===== config.mk =====
export PLATFORM = sky130hd
export DESIGN_NAME = pstore_be_gen
export DESIGN_NICKNAME = d
export VERILOG_FILES = /design/src/rtl/pstore_pkg.sv /design/src/rtl/pstore_run_mask.sv /design/src/rtl/pstore_lane_map.sv /design/src/rtl/pstore_beat_reg.sv /design/src/rtl/pstore_be_gen.sv
export SDC_FILE = /design/constraint.sdc
export NUM_CORES = 1
export LEC_CHECK = 0
export ABC_AREA = 1
export CAP_MARGIN = 40
export CORE_ASPECT_RATIO = 0.5
export CORE_MARGIN = 10
export CORE_UTILIZATION = 35
export DETAILED_ROUTE_END_ITERATION = 8
export GPL_TIMING_DRIVEN = 0
export PLACE_DENSITY = 0.79
export SLEW_MARGIN = 20
export SYNTH_ARGS = -nofsm -noshare
export SYNTH_HDL_FRONTEND = slang
export SYNTH_SLANG_ARGS = --single-unit

===== constraint.sdc =====
create_clock -name clk -period 9.73 [get_ports clk]
set_clock_uncertainty 0.2 [all_clocks]
set_input_delay 1.946 -clock clk [delete_from_list [all_inputs] [get_ports clk]]
set_output_delay 1.946 -clock clk [all_outputs]
set_load 0.05 [all_outputs]

===== src/rtl/pstore_pkg.sv =====
package pstore_pkg;
  localparam int BUS_BYTES  = 8;
  localparam int WORD_BYTES = 4;
  localparam int BUS_W      = BUS_BYTES * 8;
  localparam int DOFF_W     = $clog2(BUS_BYTES);
  localparam int WOFF_W     = $clog2(WORD_BYTES);

  typedef enum logic {DIR_BEGIN = 1'b0, DIR_END = 1'b1} store_dir_e;
  typedef enum logic {UNIT_WORD = 1'b0, UNIT_DWORD = 1'b1} unit_size_e;

  typedef struct packed {
    logic [BUS_W-1:0]     data;
    logic [BUS_BYTES-1:0] be;
    logic                 probe;
  } beat_t;
endpackage


===== src/rtl/pstore_run_mask.sv =====
module pstore_run_mask #(
  parameter int NBYTES = 8,
  localparam int OFF_W = $clog2(NBYTES)
) (
  input  logic [OFF_W-1:0]  offset,
  input  logic              is_end,
  output logic [NBYTES-1:0] mask,
  output logic              empty
);
  // bit i covers byte offset i of the unit (offset 0 = most significant byte)
  for (genvar i = 0; i < NBYTES; i++) begin : g_lane
    localparam logic [OFF_W:0] IDX = (OFF_W+1)'(i);
    assign mask[i] = is_end ? (IDX < {1'b0, offset}) : (IDX >= {1'b0, offset});
  end
  assign empty = is_end && (offset == '0);
endmodule


===== src/rtl/pstore_lane_map.sv =====
module pstore_lane_map
  import pstore_pkg::*;
(
  input  unit_size_e            size,
  input  logic                  word_hi,
  input  logic [WORD_BYTES-1:0] wmask,
  input  logic                  wempty,
  input  logic [BUS_BYTES-1:0]  dmask,
  input  logic                  dempty,
  input  logic [BUS_W-1:0]      value,
  output beat_t                 beat
);
  localparam int WORD_W = WORD_BYTES * 8;
  localparam int HALVES = BUS_BYTES / WORD_BYTES;

  logic [BUS_BYTES-1:0] word_be;
  logic [BUS_W-1:0]     word_data;

  for (genvar h = 0; h < HALVES; h++) begin : g_half
    // half h holds byte offsets h*WORD_BYTES .. h*WORD_BYTES+WORD_BYTES-1
    assign word_be[h*WORD_BYTES +: WORD_BYTES] =
      (word_hi == h[0]) ? wmask : '0;
    assign word_data[BUS_W-1-h*WORD_W -: WORD_W] = value[WORD_W-1:0];
  end

  always_comb begin
    if (size == UNIT_DWORD) begin
      beat.data  = value;
      beat.be    = dmask;
      beat.probe = dempty;
    end else begin
      beat.data  = word_data;
      beat.be    = word_be;
      beat.probe = wempty;
    end
  end
endmodule


===== src/rtl/pstore_beat_reg.sv =====
module pstore_beat_reg
  import pstore_pkg::*;
#(
  parameter int ADDR_W = 32
) (
  input  logic              clk,
  input  logic              rst,
  input  logic              in_valid,
  output logic              in_ready,
  input  logic [ADDR_W-1:0] in_addr,
  input  beat_t             in_beat,
  output logic              out_valid,
  input  logic              out_ready,
  output logic [ADDR_W-1:0] out_addr,
  output beat_t             out_beat
);
  assign in_ready = !out_valid || out_ready;

  always_ff @(posedge clk) begin
    if (rst) begin
      out_valid <= 1'b0;
    end else if (in_ready) begin
      out_valid <= in_valid;
    end
  end

  always_ff @(posedge clk) begin
    if (in_valid && in_ready) begin
      out_addr <= in_addr;
      out_beat <= in_beat;
    end
  end
endmodule


===== src/rtl/pstore_be_gen.sv =====
module pstore_be_gen
  import pstore_pkg::*;
#(
  parameter int ADDR_W = 32
) (
  input  logic              clk,
  input  logic              rst,
  input  logic              req_valid,
  output logic              req_ready,
  input  logic              req_end,
  input  logic              req_dword,
  input  logic [ADDR_W-1:0] req_addr,
  input  logic [63:0]       req_data,
  output logic              wr_valid,
  input  logic              wr_ready,
  output logic [ADDR_W-1:0] wr_addr,
  output logic [63:0]       wr_data,
  output logic [7:0]        wr_be,
  output logic              wr_probe
);
  logic [WORD_BYTES-1:0] wmask;
  logic [BUS_BYTES-1:0]  dmask;
  logic                  wempty, dempty;
  beat_t                 beat_in, beat_out;
  logic [ADDR_W-1:0]     aligned;

  pstore_run_mask #(.NBYTES(WORD_BYTES)) u_wmask (
    .offset(req_addr[WOFF_W-1:0]), .is_end(req_end),
    .mask(wmask), .empty(wempty)
  );

  pstore_run_mask #(.NBYTES(BUS_BYTES)) u_dmask (
    .offset(req_addr[DOFF_W-1:0]), .is_end(req_end),
    .mask(dmask), .empty(dempty)
  );

  pstore_lane_map u_map (
    .size(unit_size_e'(req_dword)), .word_hi(req_addr[WOFF_W]),
    .wmask(wmask), .wempty(wempty), .dmask(dmask), .dempty(dempty),
    .value(req_data), .beat(beat_in)
  );

  assign aligned = {req_addr[ADDR_W-1:DOFF_W], {DOFF_W{1'b0}}};

  pstore_beat_reg #(.ADDR_W(ADDR_W)) u_reg (
    .clk(clk), .rst(rst),
    .in_valid(req_valid), .in_ready(req_ready),
    .in_addr(aligned), .in_beat(beat_in),
    .out_valid(wr_valid), .out_ready(wr_ready),
    .out_addr(wr_addr), .out_beat(beat_out)
  );

  assign wr_data  = beat_out.data;
  assign wr_be    = beat_out.be;
  assign wr_probe = beat_out.probe;
endmodule


# Yosys cells after proc, flatten, opt, wreduce, memory -nomap -nowiden
# Cells that the tools add are included.
# totals
output_inout_bits,107
reg_bits,103
elab_cells,46
inputBits,102
# classes
magnitude_cmp,20
mux,14
reduce_logical,7
# op_table
op,count
two-way mux 73 bit,1
two-way mux 1 bit,11
>= comparator 3 bit (first input constant),3
< comparator 3 bit (first input constant),3
two-way mux 4 bit,2
>= comparator 1 x 3 -> 1 bit (first input constant),2
>= comparator 2 x 3 -> 1 bit (first input constant),2
< comparator 1 x 3 -> 1 bit (first input constant),2
< comparator 2 x 3 -> 1 bit (first input constant),2
>= comparator 1 x 2 -> 1 bit (first input constant),2
< comparator 1 x 2 -> 1 bit (first input constant),2
logical AND 1 bit,3
logical NOT 3 bit,1
>= comparator 2 bit (first input constant),1
logical NOT 2 bit,1
< comparator 2 bit (first input constant),1
logical NOT 1 bit,1
logical OR 1 bit,1

# Logic depth before layout (Yosys ltp)
# logic_depth
depth_word,4
ltp_mapped,5
depth_no_buf,4

# Cells and area by module
# From an unflattened synthesis, not the netlist that was laid out.
# unflattened
hier_cells,324
hier_area_um2,4195.3
# modules_own_cells
module,seq_area_each_um2,n_inst,cells_each,area_each_um2
pstore_beat_reg,3173.0,1,111,3200.6
pstore_lane_map,0.0,1,167,785.8
pstore_run_mask (u_dmask),0.0,1,34,153.9
pstore_run_mask (u_wmask),0.0,1,11,51.3
pstore_be_gen,0.0,1,1,3.8

# Worst setup path after synthesis
# OpenSTA, ideal clock, no wires.
# synth_timing
kind,input -> register
start,input req_valid
end,register u_reg.out_addr[10] (enable)
setup_ps,596
t_required_ps,8934
path_stages,2
arrival_ps,6909
n_path_buf,0
path_slack_ps,2025
cell_sequence,inv_1 a21oi_1
# synth_via
elab_chain_len,1
# synth_lines
element,line_no,text
start: declaration,pstore_be_gen.sv:8,"input logic req_valid,"
logical AND 1 bit,pstore_beat_reg.sv:28,if (in_valid && in_ready) begin
end signal: assignment,pstore_beat_reg.sv:29,out_addr <= in_addr;
end: declaration,pstore_beat_reg.sv:14,"output logic [ADDR_W-1:0] out_addr,"
# No other way between the ends.
# A chain may end at the register's enable or synchronous reset.

# Final worst setup path
# layout_timing
start,input wr_ready
end,output req_ready
# layout_via
elab_chain_len,1
# layout_lines
element,line_no,text
start: declaration,pstore_be_gen.sv:15,"input logic wr_ready,"
logical OR 1 bit,pstore_beat_reg.sv:17,assign in_ready = !out_valid || out_ready;
end: declaration,pstore_be_gen.sv:9,"output logic req_ready,"
# No other way between the ends.

==> impl_metrics.csv <==
group,metric,value,unit
finish,drive_gt1_share,9.36,%
flow_run,drv_cap,0,
detailed_routing,route.detailed.drc,0,
setup_path,cpMaxStageDelayCell,"clkdlybuf4s50_1",
timing,setup_viol,0,
timing,hold_violations,0,
clock_network,htreeDepth,3,
global_route,first_global_vias,2884,
global_route,grt_usage,14.3,%
timing,slew_headroom,58.6,%
placed_design,hpwl,9.36,mm
global_route,grt_pass1_wl,16.9,mm
power,powerDensity,182,mW/mm^2
clock_network,numCtsBuffers,9,
clock_network,clkLatencyLatePin,340,ps
synthesis,ys_seq_area_share,82.6,%
power,power.total,1.17,mW
setup_path,crit_path_frequent_cell,"clkdlybuf4s50_1",
detailed_routing,drt-vias-per-instance,4.42,
die,die_x,166,um
synthesis,ys_types,16,
global_route,antenna_found_initial,0,
detailed_routing,avgRoutedWirePerCell,19.0,um
finish,syn2layout_area_growth,71.7,%
die,io_pins,209,
setup_path,critical_path_class,"in2out",
finish,fill_cells,757,
synthesis,netlist_area,0.00373,sq mm
finish,antenna_cells,0,
placed_design,place_ws,4230,ps
setup_path,worst-path-buf-inv,3,
placed_design,place_congestion,0.767,
finish,final_util,62.1,%
clock_network,clk_path_buf_depth,2,
detailed_routing,postRouteAntennaNets,0,
synthesis,synth_area_leaders,"edfxtp_1, nand2_1, nand2_2",
synthesis,yosys_warnings,0,
timing,fmax,182,MHz
synthesis,synth_commonest_cells,"edfxtp_1, nand2_1, nand2_2",
timing,setup_ws,4230,ps
setup_path,startpoint_type,"input port",
clock_network,clock-sinks,103,
status,status,"finished clean",
detailed_routing,totalWireLength,11.6,mm
synthesis,yosysTopAreaCell,"edfxtp_1",
die,fp.coreArea,0.0103,sq mm
synthesis,yosysMostFrequentCell,"edfxtp_1",
setup_path,critPathTopFamily,"buffers and inverters",
detailed_routing,dr.pass1.iters,5,
synthesis,netlist_instances,244,
setup_path,crit_required,7580,ps
setup_path,cp_cell_sequence,"clkdlybuf4s50_1, inv_1, nand2_1, clkdlybuf4s50_1",
setup_path,setup.worst_path.end_class,"output pin",
synthesis,synth_top_area_share,82.1,%
die,die_h,93.0,um
clock_network,cts_tree,"done",
power,power_leakage,2.46,nW
clock_network,cts_root_buffer,"clkbuf_16",
finish,fin_nets,567,
timing,fin_crit_sh,56.6,%
timing,grt_setup_unrepaired,"false",
power,vdd_ir_drop_max,0.0000882,V
die,rows,26,
timing,worst_slew_pin_slew,619,ps
clock_network,clk_pin_slew_worst_paths,70,ps
synthesis,ys.flop_type,"edfxtp_1",
synthesis,synth-seq-cells,103,
placed_design,port_buffers,204,
synthesis,synthArstFlopShare,0,%
synthesis,synth-edff-count,102,
clock_network,cts_setup_buffers,0,
die,start_util,36.2,%
setup_path,cpPeakStageDelay,800,ps
timing,min_period,5500,ps
clock_network,post_cts_resize_count,0,
synthesis,syn-mean-instance-area,15.3,sq um
global_route,grt-ovfl-total,0,
detailed_routing,via_count,2694,
timing,report.final.slew_viol_count,0,
detailed_routing,drt_iter0_markers,85,
clock_network,postCtsHoldBufs,0,
setup_path,cp_max_fo,2,
die,dieArea,0.0154,sq mm
hold_path,hp-class,"reg2reg",
global_route,grt_start_max_net_pins,25,
setup_path,cp.arrival,3360,ps
-- cells by family after synthesis --
logic type / count (synthesis) / share of synthesized area [%]
simple gates: 118 / 12.8
flops: 103 / 82.6
buf+inv: 16 / 3.52
compound gates: 6 / 0.905
other cells: 1 / 0.101
-- layer usage --
layer,GRT usage [%],share of wire [%],vias to the layer above
met2,29.6,60,80
met5,0,0,-
met3,4.59,5.1,21
met1,12.7,32,1308
li1,-,-,1285
met4,5.43,2.6,0
-- flip-flops by register name, indices dropped and copies added (netlist names) --
name	cells
u_reg.out_beat	73
u_reg.out_addr	29
u_reg.out_valid	1
-- per-stage QoR --
| step | hold WS (ps) | std cells | TNS, ps | area, sq um |
|---|---|---|---|---|
| after floorplan | 871 | 246 | 0 | 3740 |
| after global placement | 281 | 590 | -36800 | 5960 |
| final | 345 | 610 | 0 | 6410 |
| after detailed placement | 333 | 594 | 0 | 6080 |
| after CTS | 348 | 610 | 0 | 6410 |
| after global routing | 386 | 610 | 0 | 6410 |
-- tightest hold or removal path, delay by kind of cell, from the launching register on --
family	cells	cell delay (ps)
flip-flops	1	350
AND/OR/NAND/NOR	1	100
AO/OA/AOI/OAI	1	60
-- cell usage in the layout, fill, tap and decap left out --
cell             Yosys  layout
clkdlybuf4s50_1      0     204
edfxtp_1           102     102
nand2_1             98      98
nand2_2             10      10
nand3_1              9       9
clkbuf_16            0       9
buf_6                5       5
inv_1                4       4
buf_4                4       4
buf_16               0       4
a21oi_1              4       3
conb_1               1       3
inv_8                1       2
clkinvlp_4           0       2
bufinv_16            0       2
inv_2                1       1
o21ai_2              1       1
nor2_1               1       1
o21ai_0              1       1
buf_8                1       1
a21oi_4              0       1
clkinv_4             0       1
inv_6                0       1
dfxtp_1              1       1
-- report_power, final --
part / switching [mW] / internal, mW
Sequential: 0.00717 / 0.522
Clock: 0.164 / 0.229
Combinational: 0.149 / 0.0944
Total: 0.321 / 0.845
-- worst paths after layout --
| kind | start | to | slack [ps] | cells after the start |
|---|---|---|---|---|
| setup / recovery | wr_ready | req_ready | 4230 | 4 |
| hold / removal | u_reg.out_valid$_SDFFE_PP0N_ | u_reg.out_valid$_SDFFE_PP0N_ | 340 | 2 |
| setup reg to reg | u_reg.out_valid$_SDFFE_PP0N_ | u_reg.out_beat[50]$_DFFE_PP_ | 7720 | 4 |
| hold reg to reg | u_reg.out_valid$_SDFFE_PP0N_ | u_reg.out_valid$_SDFFE_PP0N_ | 340 | 2 |
-- layout make-up --
cell class              instances  area [sq um]  share of cell area [%]
flip-flops and latches        103          3080                    48.1
clock inverters                 7           104                    1.62
multi-input cells             127           536                    8.36
well taps                     140           175                    2.73
clock buffers                   9           225                    3.52
plain buffers                  10           101                    1.58
inverters                       6          30.0                   0.469
repair buffers                208          2150                    33.6
No activity file was read; power rests on OpenSTA's default activity.
